`src/rtl/ccd_ft_pkg.sv`:
```
`timescale 1ns/1ps
package ccd_ft_pkg;

    typedef enum logic [1:0] {
        MODE_INTERLACED  = 2'd0,
        MODE_PROG_SINGLE = 2'd1,
        MODE_PROG_DUAL   = 2'd2,
        MODE_LINE_SUM    = 2'd3
    } readout_mode_e;

    typedef enum logic [2:0] {
        PH_CLEAR  = 3'd0,
        PH_INTEG  = 3'd1,
        PH_SUM    = 3'd2,
        PH_XFER   = 3'd3,
        PH_LSHIFT = 3'd4,
        PH_PIXEL  = 3'd5
    } phase_e;

    typedef struct packed {
        logic clear_n;
        logic iag1;
        logic iag2;
        logic sag;
        logic srg1;
        logic srg2;
        logic rst_gate;
        logic clamp;
        logic sh;
        logic line_valid;
    } gate_vec_t;

    localparam int unsigned SUBS_PER_SLOT      = 4;
    localparam int unsigned GATE_MIN_PERIOD_PS = 80000;
    localparam int unsigned CLEAR_MIN_PS       = 1000000;

    function automatic int unsigned ceil_div(input int unsigned a, input int unsigned b);
        return (a + b - 1) / b;
    endfunction

    function automatic int unsigned clear_cycles(input int unsigned req, input int unsigned period_ps);
        int unsigned floor_cyc;
        floor_cyc = ceil_div(CLEAR_MIN_PS, period_ps);
        if (req > floor_cyc) floor_cyc = req;
        if (floor_cyc == 0) floor_cyc = 1;
        return floor_cyc;
    endfunction

    function automatic int unsigned tick_div(input int unsigned period_ps);
        int unsigned d;
        d = ceil_div(GATE_MIN_PERIOD_PS, SUBS_PER_SLOT * period_ps);
        if (d == 0) d = 1;
        return d;
    endfunction

    function automatic logic is_progressive(input readout_mode_e m);
        return (m == MODE_PROG_SINGLE) || (m == MODE_PROG_DUAL);
    endfunction

    function automatic logic pixel_uses_reg1(input readout_mode_e m);
        return (m == MODE_PROG_DUAL) || (m == MODE_LINE_SUM);
    endfunction

endpackage

```
`src/rtl/ccd_ft_tick.sv`:
```
`timescale 1ns/1ps
module ccd_ft_tick #(
    parameter int unsigned DIV = 3
) (
    input  logic       clk,
    input  logic       rst,
    input  logic       en,
    output logic [1:0] sub,
    output logic       slot_last
);

    generate
        if (DIV == 1) begin : g_nodiv
            always_ff @(posedge clk) begin
                if (rst || !en) sub <= 2'd0;
                else            sub <= sub + 2'd1;
            end
            assign slot_last = en && (sub == 2'd3);
        end else begin : g_div
            localparam int unsigned DW = $clog2(DIV);
            localparam logic [DW-1:0] DIV_LAST = DW'(DIV - 1);
            logic [DW-1:0] div_cnt;

            always_ff @(posedge clk) begin
                if (rst || !en) begin
                    div_cnt <= '0;
                    sub     <= 2'd0;
                end else if (div_cnt == DIV_LAST) begin
                    div_cnt <= '0;
                    sub     <= sub + 2'd1;
                end else begin
                    div_cnt <= div_cnt + 1'b1;
                end
            end
            assign slot_last = en && (sub == 2'd3) && (div_cnt == DIV_LAST);
        end
    endgenerate

endmodule

```
`src/rtl/ccd_ft_seq.sv`:
```
`timescale 1ns/1ps
module ccd_ft_seq
    import ccd_ft_pkg::*;
#(
    parameter int unsigned LINES   = 500,
    parameter int unsigned PIX     = 684,
    parameter int unsigned INTEG_W = 20,
    parameter int unsigned CLR_CYC = 125
) (
    input  logic               clk,
    input  logic               rst,
    input  readout_mode_e      mode_in,
    input  logic [INTEG_W-1:0] integ_len,
    input  logic               slot_last,
    output phase_e             phase,
    output readout_mode_e      mode_q,
    output logic               field,
    output logic               frame_start,
    output logic               slot_en
);

    localparam int unsigned CLR_W  = $clog2(CLR_CYC + 1);
    localparam int unsigned CYC_W  = ((INTEG_W > CLR_W) ? INTEG_W : CLR_W) + 1;
    localparam int unsigned CNT_MX = ((LINES + 1) > PIX) ? (LINES + 1) : PIX;
    localparam int unsigned CNT_W  = $clog2(CNT_MX + 1);
    localparam int unsigned LCNT_W = $clog2(LINES + 1);

    logic [CYC_W-1:0]   cyc;
    logic [INTEG_W-1:0] integ_q;
    logic [CNT_W-1:0]   cnt;
    logic [LCNT_W-1:0]  line;

    logic [CNT_W-1:0]   xfer_last;
    logic [LCNT_W-1:0]  line_last;
    logic               clear_done;
    logic               integ_done;

    always_comb begin
        if (is_progressive(mode_q))
            xfer_last = CNT_W'(LINES - 1);
        else
            xfer_last = CNT_W'(LINES - 1) + {{(CNT_W-1){1'b0}}, field};
        if (mode_q == MODE_PROG_SINGLE)
            line_last = LCNT_W'(LINES - 1);
        else
            line_last = LCNT_W'(LINES / 2 - 1);
        clear_done  = (cyc == CYC_W'(CLR_CYC - 1));
        integ_done  = ((cyc + CYC_W'(1)) >= CYC_W'(integ_q));
        frame_start = (phase == PH_CLEAR) && (cyc == '0);
        slot_en     = (phase == PH_SUM) || (phase == PH_XFER) ||
                      (phase == PH_LSHIFT) || (phase == PH_PIXEL);
    end

    always_ff @(posedge clk) begin
        if (rst) begin
            phase   <= PH_CLEAR;
            mode_q  <= MODE_INTERLACED;
            integ_q <= '0;
            field   <= 1'b0;
            cyc     <= '0;
            cnt     <= '0;
            line    <= '0;
        end else begin
            unique case (phase)
                PH_CLEAR: begin
                    if (cyc == '0) begin
                        mode_q  <= mode_in;
                        integ_q <= integ_len;
                    end
                    if (clear_done) begin
                        phase <= PH_INTEG;
                        cyc   <= '0;
                    end else begin
                        cyc <= cyc + 1'b1;
                    end
                end
                PH_INTEG: begin
                    if (integ_done) begin
                        phase <= (mode_q == MODE_LINE_SUM) ? PH_SUM : PH_XFER;
                        cnt   <= '0;
                    end else begin
                        cyc <= cyc + 1'b1;
                    end
                end
                PH_SUM: begin
                    if (slot_last) begin
                        phase <= PH_XFER;
                        cnt   <= '0;
                    end
                end
                PH_XFER: begin
                    if (slot_last) begin
                        if (cnt == xfer_last) begin
                            phase <= PH_LSHIFT;
                            cnt   <= '0;
                            line  <= '0;
                        end else begin
                            cnt <= cnt + 1'b1;
                        end
                    end
                end
                PH_LSHIFT: begin
                    if (slot_last) begin
                        phase <= PH_PIXEL;
                        cnt   <= '0;
                    end
                end
                PH_PIXEL: begin
                    if (slot_last) begin
                        if (cnt == CNT_W'(PIX - 1)) begin
                            cnt <= '0;
                            if (line == line_last) begin
                                phase <= PH_CLEAR;
                                cyc   <= '0;
                                field <= ~field;
                            end else begin
                                line  <= line + 1'b1;
                                phase <= PH_LSHIFT;
                            end
                        end else begin
                            cnt <= cnt + 1'b1;
                        end
                    end
                end
                default: phase <= PH_CLEAR;
            endcase
        end
    end

endmodule

```
`src/rtl/ccd_ft_decode.sv`:
```
`timescale 1ns/1ps
module ccd_ft_decode
    import ccd_ft_pkg::*;
(
    input  phase_e        phase,
    input  logic [1:0]    sub,
    input  readout_mode_e mode_q,
    input  logic          field,
    output gate_vec_t     gates
);

    logic first_half;

    always_comb begin
        first_half    = ~sub[1];
        gates         = '0;
        gates.clear_n = (phase != PH_CLEAR);
        unique case (phase)
            PH_SUM: begin
                gates.iag1 = first_half && !field;
                gates.iag2 = first_half &&  field;
            end
            PH_XFER: begin
                gates.iag1 = first_half;
                gates.iag2 = first_half;
                gates.sag  = first_half;
                gates.srg2 = first_half && !is_progressive(mode_q);
                gates.srg1 = first_half && (mode_q == MODE_LINE_SUM);
            end
            PH_LSHIFT: begin
                gates.sag = first_half;
            end
            PH_PIXEL: begin
                gates.line_valid = 1'b1;
                gates.rst_gate   = (sub == 2'd0);
                gates.clamp      = (sub == 2'd1);
                gates.srg2       = (sub == 2'd2);
                gates.srg1       = (sub == 2'd2) && pixel_uses_reg1(mode_q);
                gates.sh         = (sub == 2'd3);
            end
            default: ;
        endcase
    end

endmodule

```
`src/rtl/ccd_ft_timing_gen.sv`:
```
`timescale 1ns/1ps
module ccd_ft_timing_gen
    import ccd_ft_pkg::*;
#(
    parameter int unsigned LINES         = 500,
    parameter int unsigned PIX           = 684,
    parameter int unsigned INTEG_W       = 20,
    parameter int unsigned CLEAR_CYCLES  = 1,
    parameter int unsigned CLK_PERIOD_PS = 8000
) (
    input  logic               clk,
    input  logic               rst,
    input  logic [1:0]         mode,
    input  logic [INTEG_W-1:0] integ_len,
    output logic               clear_n,
    output logic               frame_start,
    output logic               iag1,
    output logic               iag2,
    output logic               sag,
    output logic               srg1,
    output logic               srg2,
    output logic               rst_gate,
    output logic               clamp,
    output logic               sh,
    output logic               line_valid,
    output logic               field
);

    localparam int unsigned CLR_CYC = clear_cycles(CLEAR_CYCLES, CLK_PERIOD_PS);
    localparam int unsigned DIV     = tick_div(CLK_PERIOD_PS);

    phase_e        phase;
    readout_mode_e mode_q;
    logic [1:0]    sub;
    logic          slot_last;
    logic          slot_en;
    gate_vec_t     gates;

    ccd_ft_tick #(.DIV(DIV)) u_tick (
        .clk       (clk),
        .rst       (rst),
        .en        (slot_en),
        .sub       (sub),
        .slot_last (slot_last)
    );

    ccd_ft_seq #(
        .LINES   (LINES),
        .PIX     (PIX),
        .INTEG_W (INTEG_W),
        .CLR_CYC (CLR_CYC)
    ) u_seq (
        .clk         (clk),
        .rst         (rst),
        .mode_in     (readout_mode_e'(mode)),
        .integ_len   (integ_len),
        .slot_last   (slot_last),
        .phase       (phase),
        .mode_q      (mode_q),
        .field       (field),
        .frame_start (frame_start),
        .slot_en     (slot_en)
    );

    ccd_ft_decode u_dec (
        .phase  (phase),
        .sub    (sub),
        .mode_q (mode_q),
        .field  (field),
        .gates  (gates)
    );

    assign clear_n    = gates.clear_n;
    assign iag1       = gates.iag1;
    assign iag2       = gates.iag2;
    assign sag        = gates.sag;
    assign srg1       = gates.srg1;
    assign srg2       = gates.srg2;
    assign rst_gate   = gates.rst_gate;
    assign clamp      = gates.clamp;
    assign sh         = gates.sh;
    assign line_valid = gates.line_valid;

endmodule

```
`config.mk`:
```
export PLATFORM = sky130hd
export DESIGN_NAME = ccd_ft_timing_gen
export DESIGN_NICKNAME = d
export VERILOG_FILES = /design/src/rtl/ccd_ft_pkg.sv /design/src/rtl/ccd_ft_tick.sv /design/src/rtl/ccd_ft_seq.sv /design/src/rtl/ccd_ft_decode.sv /design/src/rtl/ccd_ft_timing_gen.sv
export SDC_FILE = /design/constraint.sdc
export NUM_CORES = 1
export LEC_CHECK = 0
export BUFFER_PORTS_ARGS = -buffer_cell sky130_fd_sc_hd__clkbuf_2
export CAP_MARGIN = 20
export CORE_UTILIZATION = 60
export CTS_CLUSTER_DIAMETER = 30
export DETAILED_ROUTE_END_ITERATION = 12
export GPL_ROUTABILITY_DRIVEN = 0
export GPL_TIMING_DRIVEN = 0
export PLACE_DENSITY = 0.8
export SYNTH_ARGS = -nofsm -noshare
export SYNTH_HDL_FRONTEND = slang
export SYNTH_SLANG_ARGS = --single-unit
```
`constraint.sdc`:
```
create_clock -name clk -period 4.46 [get_ports clk]
set_input_delay 0.446 -clock clk [delete_from_list [all_inputs] [get_ports clk]]
set_output_delay 0.446 -clock clk [all_outputs]
set_load 0.01 [all_outputs]
```
# After elaboration in Yosys (flattened, before gate mapping)
# Cells that the tools add are included.
totals:
  ff_bits: 70
  in_bits: 24
classes:
  bitwise: 2
  n_eq_ne: 28
  n_lt_le_gt_ge: 1
  reduce_logical: 33
  muxes: 36
  addsub: 6
op_table:
  columns: ["op", "count"]
  rows:
  - ["$mux W21", 5]
  - ["$mux W10", 7]
  - ["$pmux W21 S3", 1]
  - ["$mux W9", 6]
  - ["$pmux W10 S4", 1]
  - ["$mux W3", 9]
  - ["$add A21 B1 Y21 const B", 1]
  - ["$eq A21 B7 Y1 const B", 1]
  - ["$ge A21 B20 Y1", 1]
  - ["$logic_not A21 Y1", 1]
  - ["$ne A2 B2 Y1 const B", 9]
  - ["$pmux W3 S6", 1]
  - ["$pmux W9 S2", 1]
  - ["$add A10 B1 Y10 const B", 1]
  - ["$add A9 B1 Y10 const A", 1]
  - ["$eq A10 B10 Y1", 1]
  - ["$eq A10 B10 Y1 const B", 1]
  - ["$eq A2 B2 Y1 const B", 5]
  - ["$reduce_and A5 Y1", 2]
  - ["$add A9 B1 Y9 const B", 1]
  - ["$eq A9 B9 Y1", 1]
  - ["$logic_and A1 B1 Y1", 8]
  - ["$pmux W2 S2", 2]
  - ["$reduce_and A8 Y1", 1]
  - ["other kinds (20)", 38]

# Logic depth before layout (Yosys ltp)
# Gate-level depths: netlist of run 1.
logic_depth:
  depth_word: 8
  mapped_depth: 17
  mapped_depth_nobuf: 14

# Modules after synthesis
# A second synthesis of run 1 with hierarchy kept.
hier_totals:
  hier_cells: 538
  hier_area_um2: 4351.7
modules_own_cells:
  columns: ["module", "instances", "area_per_inst_um2", "cells_per_inst"]
  rows:
  - ["ccd_ft_seq", 1, 4027.6, 502]
  - ["ccd_ft_decode", 1, 165.2, 21]
  - ["ccd_ft_tick", 1, 158.9, 15]

# Worst setup path before layout of run 1
# OpenSTA, ideal clock, no wires.
synth_timing:
  kind: "register to register"
  startpoint: "reg u_seq.cyc[2]"
  endpoint: "reg u_seq.cyc[2]"
  stages_incl_launch_ff: 16
  t_arrival_ns: 3.185
  setup_slack_ns: 1.158
  cell_sequence: "dfxtp_1 -> buf_2 -> and4_1 -> buf_2 -> nand2_1 -> or4_1 -> xnor2_1 -> ha_1 -> nand4_1 -> nor4_1 -> a221oi_1 -> o2111ai_1 -> o311ai_1 -> buf_2 -> o21ai_0 -> a32o_1"
synth_via:
  elab_chain_cells: 4
synth_lines:
  columns: ["item", "line", "source"]
  rows:
  - ["from (decl)", "ccd_ft_seq.sv:28", "logic [CYC_W-1:0] cyc;"]
  - ["from (signal assigned)", "ccd_ft_seq.sv:74", "cyc <= cyc + 1'b1;"]
  - ["from (signal assigned)", "ccd_ft_seq.sv:82", "cyc <= cyc + 1'b1;"]
  - ["$add A21 B1 Y21", "ccd_ft_seq.sv:48, ccd_ft_seq.sv:74, ccd_ft_seq.sv:82", null]
  - ["$ge A21 B20 Y1", "ccd_ft_seq.sv:48", "integ_done = ((cyc + CYC_W'(1)) >= CYC_W'(integ_q));"]
  - ["$ne A2 B2 Y1 (no line)", null, null]
  - ["$reduce_and A5 Y1 (no line)", null, null]
# Parallel ways exist; a longest one is shown, timed or not. The select of a mux whose other input is x is not followed.
# A chain may end at the register's enable or synchronous reset.

# Worst setup path in the final report of run 1
layout_timing:
  startpoint: "reg u_seq.cyc[0]"
  endpoint: "reg u_seq.cyc[14]"
# The elaborated chain is that of the path after synthesis.

==> results of run 1 <==
-- how the worst max path moves through the flow --
| stage | from | endpoint | slack (ps) |
|---|---|---|---|
| 6_report | u_seq.cyc[0] | u_seq.cyc[14] | 300 |
| 5_1_grt | u_seq.cyc[0] | u_seq.cyc[14] | 10 |
| 4_1_cts | u_seq.cyc[0] | u_seq.cyc[14] | 350 |
| 3_5_place_dp | u_seq.cyc[0] | u_seq.cyc[14] | 430 |
| 3_3_place_gp | u_seq.cyc[0] | u_seq.cyc[2] | 520 |
| 2_1_floorplan | u_seq.cyc[2] | u_seq.cyc[2] | 1160 |
-- cell families after synthesis --
family                     synth area share
and+or+nand+nor                       0.265
AOI/OAI and AO/OA                     0.132
DFF                                   0.332
buffers and inverters                0.0548
adders and majority gates            0.0948
xor gates and xnor gates             0.0598
muxes                                0.0616
-- critical path, cell delays in order (launching register included) --
cell and delay (ps):
dfxtp_1 520, ha_1 350, and3_1 290, and4bb_4 310, nand3_1 110, xnor2_1 240, ha_1 300, nand4_1 130
nor4_1 90, a221oi_1 270, o2111ai_1 340, o311ai_1 390, buf_2 280, o21ai_0 130, a32o_1 280
-- sequential cells by signal, indices dropped and copies added (netlist names) --
signal and cells:
u_seq.line 9, u_seq.mode_q 2, u_tick.sub 2, u_seq.phase 3
u_seq.field 1, u_tick.g_div.div_cnt 2, u_seq.cyc 21, u_seq.integ_q 20
u_seq.cnt 10
-- final cells by class --
type	count	area (um2)	share of cell area
inverter	33	124	0.0259
clock inverter	6	133	0.0277
timing repair buffer	34	170	0.0356
multi-input combinational	392	2590	0.542
tap	96	120	0.0251
sequential	70	1400	0.293
buffer	24	108	0.0225
clock buffer	10	138	0.0288
-- report_power, final --
part	internal (mW)	switching [mW]	total, mW
Sequential	0.720	0.0677	0.788
Clock	0.442	0.251	0.693
Combinational	0.404	0.630	1.03
Total	1.57	0.948	2.51
-- synthesized netlist by cell type (2+ instances only) --
cell      instances
clkbuf_1         16
nand3_1          30
nor4_1            5
and4_1            3
or3_1             3
a31oi_1           6
a21o_1            3
o21ai_0          18
nor2b_1           4
buf_2             5
and3_1            9
o31ai_1           3
nor4b_1           2
or4_1             4
or2_2             3
ha_1             32
a32o_1            7
nor3_1           12
dfxtp_1          70
xnor2_1          16
inv_1            33
nand2_1          51
o211ai_1          5
nand3b_1          4
nor2_1           58
nand4_1          11
xor2_1           11
nor3b_1           4
buf_4             3
a21oi_1          35
mux2i_1          26
nand2b_1          5
-- placed cells by master (no fill, tap or decap), types with 3 or more instances in the layout --
cell type,count
nand4_1,11
bufinv_16,4
ha_1,32
nand2_1,51
clkbuf_1,16
o211ai_1,5
nand3_1,30
xnor2_1,16
buf_2,5
nor3_1,12
nor3b_1,4
o21ai_0,18
clkbuf_8,10
a21oi_1,35
or3_1,3
a31oi_1,6
nor2_1,58
or2_2,3
clkbuf_2,34
or4_1,4
a32o_1,7
o31ai_1,3
and4_1,3
nand2b_1,5
a21o_1,3
nor2b_1,4
and3_1,9
buf_4,3
dfxtp_1,70
inv_1,33
nor4_1,5
mux2i_1,26
nand3b_1,4
xor2_1,11
-- through the flow --
| stage | setup WS [ps] | utilization | instances |
|---|---|---|---|
| global placement | 518 | 0.664 | 649 |
| floorplan | 1160 | - | 519 |
| detailed placement | 428 | 0.664 | 649 |
| finish | 296 | 0.704 | 665 |
| CTS | 348 | 0.704 | 665 |
| global route | 12.5 | 0.704 | 665 |
-- layer usage --
layer / track usage / wire length, um / up-vias
li1: - / - / 1934
met1: 0.390 / 4610 / 1870
met2: 0.469 / 4730 / 148
met3: 0.0500 / 662 / 25
met4: 0.141 / 252 / 0
met5: 0 / 0 / -
==> results.py, run 1 <==
metrics = {
    "cts": {
        "cts_resized": 0,
        "clock_sinks": 70,
        "cts.clk_slew.worst_paths_ps": 80,
        "cts_max_level": 3,
        "cts_buffers": 9,
        "cts_tree": "done",
        "root_buffer": "clkbuf_8",
        "postCtsSetupBuffers": 0,
        "holdBufCountCts": 0,
        "clkLatencyLatePin_ps": 360,
        "clockBufferDepth": 2,
    },
    "timing": {
        "rsz0062_at_grt": "no",
        "slew_viol_final": 0,
        "max_freq_ghz": 0.240,
        "hold_slack_ps": 324,
        "hold_viol_final": 0,
        "tightest_slew_ps": 778,
        "slew_headroom": 0.477,
        "totalNegativeSetupSlack_ps": 0,
        "setup_viol": 0,
        "clock_skew_ps": 13.5,
        "fin_crit_sh": 0.934,
        "period_needed_ps": 4160,
    },
    "worst_hold_path": {
        "hold_path_class": "in -> reg",
        "hp-start": "mode[0]",
        "min_path_cells": 3,
        "hold_end": "u_seq.mode_q[0]",
    },
    "worst_setup_path": {
        "reg2reg_depth": 14,
        "crit_path_end_kind": "register",
        "cp-start-kind": "register",
        "crit_required_ps": 4700,
        "rrSetupSlack_ps": 300,
        "path_max_fanout": 10,
        "critPathKind": "reg -> reg",
        "reg2reg_from": "u_seq.cyc[0]",
        "cp.arrival_ps": 4410,
        "timing.rr.end": "u_seq.cyc[14]",
    },
    "detailed_routing": {
        "drt_iter0_markers": 398,
        "avgViaCountPerCell": 5.98,
        "drt_pass1_iterations": 5,
        "post-route-drc-count": 0,
        "wl_per_cell_um": 15.4,
        "vias": 3977,
        "antenna_left": 0,
        "wl_um": 10300,
    },
    "logic_synthesis": {
        "synth_cell_type_count": 54,
        "synth_edf_count": 0,
        "synth_area_leader_cell": "dfxtp_1",
        "synth_seq_area_share": 0.332,
        "synth_seq_cells": 70,
        "syn_avg_cell_area_um2": 8.14,
        "synth_warnings": 0,
        "synthTopCellsByArea": "dfxtp_1, ha_1, mux2i_1",
        "synth_fp_nets": 575,
        "synthCells": 519,
        "synth_ff_type": "dfxtp_1",
        "synthArstFlopShare": 0,
        "synth_area_mm2": 0.00422,
        "synth.top_cell.area_share": 0.332,
    },
    "grt": {
        "first_global_vias": 3742,
        "grt_pass1_wl_um": 17200,
        "grt_max_degree": 13,
        "grt_usage": 0.295,
        "antenna_found_initial": 0,
        "grt_overflow_total": 0,
    },
    "pwr": {
        "p_total_mw": 2.51,
        "p_leak_nw": 1.92,
        "irDropWorstVdd_v": 0.000281,
        "cellPowerDensity_mw_per_mm2": 526,
    },
    "layout": {
        "antenna_cells": 0,
        "final_nets": 620,
        "fin_area_mm2": 0.00478,
        "fillCellCount": 546,
        "synthToLayoutAreaGrowth_pct": 13.3,
        "drive_above_1_share": 0.121,
    },
    "floorplan": {
        "core_mm2": 0.00679,
        "start_util": 0.622,
        "ioPinCount": 36,
        "die_y_um": 85.9,
        "die_area_mm2": 0.00738,
        "rows": 30,
        "die_w_um": 85.9,
    },
    "placed_design": {
        "placed_cell_area_mm2": 0.00451,
        "dpl.hpwl_um": 7340,
        "portBuffers": 34,
    },
    "status": {
        "status": "complete, no violations",
    },
    "run": {
        "drv_cap": 0,
    },
}
(Power assumes the default switching activity.)
==> run 2: changes to the inputs <==
Settings changed: BUFFER_PORTS_ARGS -buffer_cell sky130_fd_sc_hd__clkbuf_2 to -buffer_cell sky130_fd_sc_hd__buf_2, RECOVER_POWER from default to 100.
==> results.py, run 2 (synthesis results as in run 1) <==
metrics = {
    "pwr": {
        "p_leak_nw": 1.84,
        "irDropWorstVdd_v": 0.000227,
        "p_total_mw": 2.43,
        "cellPowerDensity_mw_per_mm2": 516,
    },
    "grt": {
        "grt_overflow_total": 0,
        "antenna_found_initial": 0,
        "grt_max_degree": 13,
        "first_global_vias": 3606,
        "grt_pass1_wl_um": 16700,
        "grt_usage": 0.285,
    },
    "cts": {
        "cts_buffers": 9,
        "holdBufCountCts": 0,
        "postCtsSetupBuffers": 0,
        "cts.clk_slew.worst_paths_ps": 80,
        "clockBufferDepth": 2,
        "clock_sinks": 70,
        "root_buffer": "clkbuf_8",
        "cts_max_level": 3,
        "cts_tree": "done",
        "clkLatencyLatePin_ps": 350,
        "cts_resized": 0,
    },
    "worst_setup_path": {
        "crit_slowest_cell": "o2111ai_1",
        "slowest_delay_ps": 550,
        "reg2reg_from": "u_seq.cyc[0]",
        "rrSetupSlack_ps": 290,
        "path_max_fanout": 10,
        "timing.rr.end": "u_seq.cyc[0]",
        "reg2reg_depth": 14,
        "crit_required_ps": 4720,
        "crit_chain": "ha_1, and3_1, and4bb_4, nand3_1, xnor2_1, ha_1, nand4_1, nor4_1, nand2_1, o2111ai_1, o311a_1, buf_4, nand3_1, o31ai_1",
        "cp-start-kind": "register",
        "crit_path_end_kind": "register",
        "critPathKind": "reg -> reg",
        "cp.arrival_ps": 4430,
    },
    "timing": {
        "slew_viol_final": 10,
        "hold_viol_final": 0,
        "slew_headroom": -0.115,
        "tightest_slew_ps": 1650,
        "rsz0062_at_grt": "no",
        "totalNegativeSetupSlack_ps": 0,
        "max_freq_ghz": 0.240,
        "period_needed_ps": 4170,
        "setup_viol": 0,
        "fin_crit_sh": 0.935,
        "clock_skew_ps": 9.75,
    },
    "floorplan": {
        "start_util": 0.622,
        "core_mm2": 0.00679,
        "rows": 30,
        "die_y_um": 85.9,
        "die_area_mm2": 0.00738,
        "die_w_um": 85.9,
        "ioPinCount": 36,
    },
    "layout": {
        "multiInputGateArea_mm2": 0.00256,
        "final_cells": 665,
        "final_nets": 620,
        "regMostFlops": "u_seq.cyc",
        "largest_reg_flops": 21,
        "fillCellCount": 546,
        "synthToLayoutAreaGrowth_pct": 11.3,
        "ff_latch_area_mm2": 0.00140,
        "drive_above_1_share": 0.0896,
        "fin_area_mm2": 0.00470,
        "antenna_cells": 0,
        "largestRegisters": "u_seq.cyc (21), u_seq.integ_q (20), u_seq.cnt (10)",
        "final_cell_mix": "dfxtp_1, nor2_1, nand2_1",
        "final_common_cell": "dfxtp_1",
    },
    "detailed_routing": {
        "avgViaCountPerCell": 5.91,
        "antenna_left": 0,
        "wl_per_cell_um": 15.1,
        "vias": 3932,
        "drt_iter0_markers": 331,
        "drt_pass1_iterations": 5,
        "wl_um": 10100,
        "post-route-drc-count": 0,
    },
    "worst_hold_path": {
        "hold_path_class": "in -> reg",
        "min_path_cells": 3,
        "hold_end": "u_seq.integ_q[4]",
        "hp-start": "integ_len[4]",
    },
    "status": {
        "violations": "capacitance limit, slew limit",
        "status": "finished with violations",
    },
    "run": {
        "drv_cap": 1,
    },
    "placed_design": {
        "dp.cells": 649,
        "dpl.hpwl_um": 7420,
        "portBuffers": 34,
        "placed_cell_area_mm2": 0.00451,
    },
}
-- run 2: metal layers --
metal	global-route usage	part of all wire	vias to the layer above
met3	0.0481	0.071	23
met4	0.103	0.017	0
met5	0	0	-
met2	0.449	0.46	161
met1	0.392	0.46	1818
li1	-	-	1930
-- run 2: worst max path at each step --
stage	start	endpoint	slack, ps	cells past startpoint
6_report	u_seq.cyc[0]	u_seq.cyc[0]	290	14
5_1_grt	u_seq.cyc[0]	u_seq.cyc[19]	70	14
4_1_cts	u_seq.cyc[0]	u_seq.cyc[0]	430	14
3_5_place_dp	u_seq.cyc[0]	u_seq.cyc[0]	490	14
3_3_place_gp	u_seq.cyc[0]	u_seq.cyc[2]	520	14
2_1_floorplan	u_seq.cyc[2]	u_seq.cyc[2]	1160	15
-- run 2: worst max-delay path: cells and delay by family, from the launching register on --
kind / cells / cell delay, ps
buffers and inverters: 1 / 230
DFF: 1 / 520
adders and majority gates: 2 / 690
xor gates and xnor gates: 1 / 160
AOI/OAI and AO/OA: 3 / 1030
and+or+nand+nor: 7 / 1450
-- run 2: area by class of cell --
| cell class | count | share of cell area |
|---|---|---|
| buffer | 24 | 0.0213 |
| clock buffer | 10 | 0.0271 |
| clock inverter | 6 | 0.0234 |
| inverter | 33 | 0.0263 |
| multi-input combinational | 392 | 0.545 |
| sequential | 70 | 0.298 |
| tap | 96 | 0.0255 |
| timing repair buffer | 34 | 0.0330 |
-- run 2: per-stage QoR --
stage	hold slack, ps	setup slack, ps	utilization
floorplan	397	1160	-
global placement	406	521	0.664
detailed placement	414	489	0.664
CTS	335	428	0.699
global route	343	73.5	0.692
finish	332	291	0.692
-- run 2: report_power, final --
group | total, mW | internal (mW) | leakage [nW] | switching (mW)
Clock | 0.625 | 0.371 | 0.112 | 0.254
Combinational | 1.01 | 0.383 | 1.16 | 0.631
Sequential | 0.788 | 0.720 | 0.568 | 0.0680
Total | 2.43 | 1.47 | 1.84 | 0.953
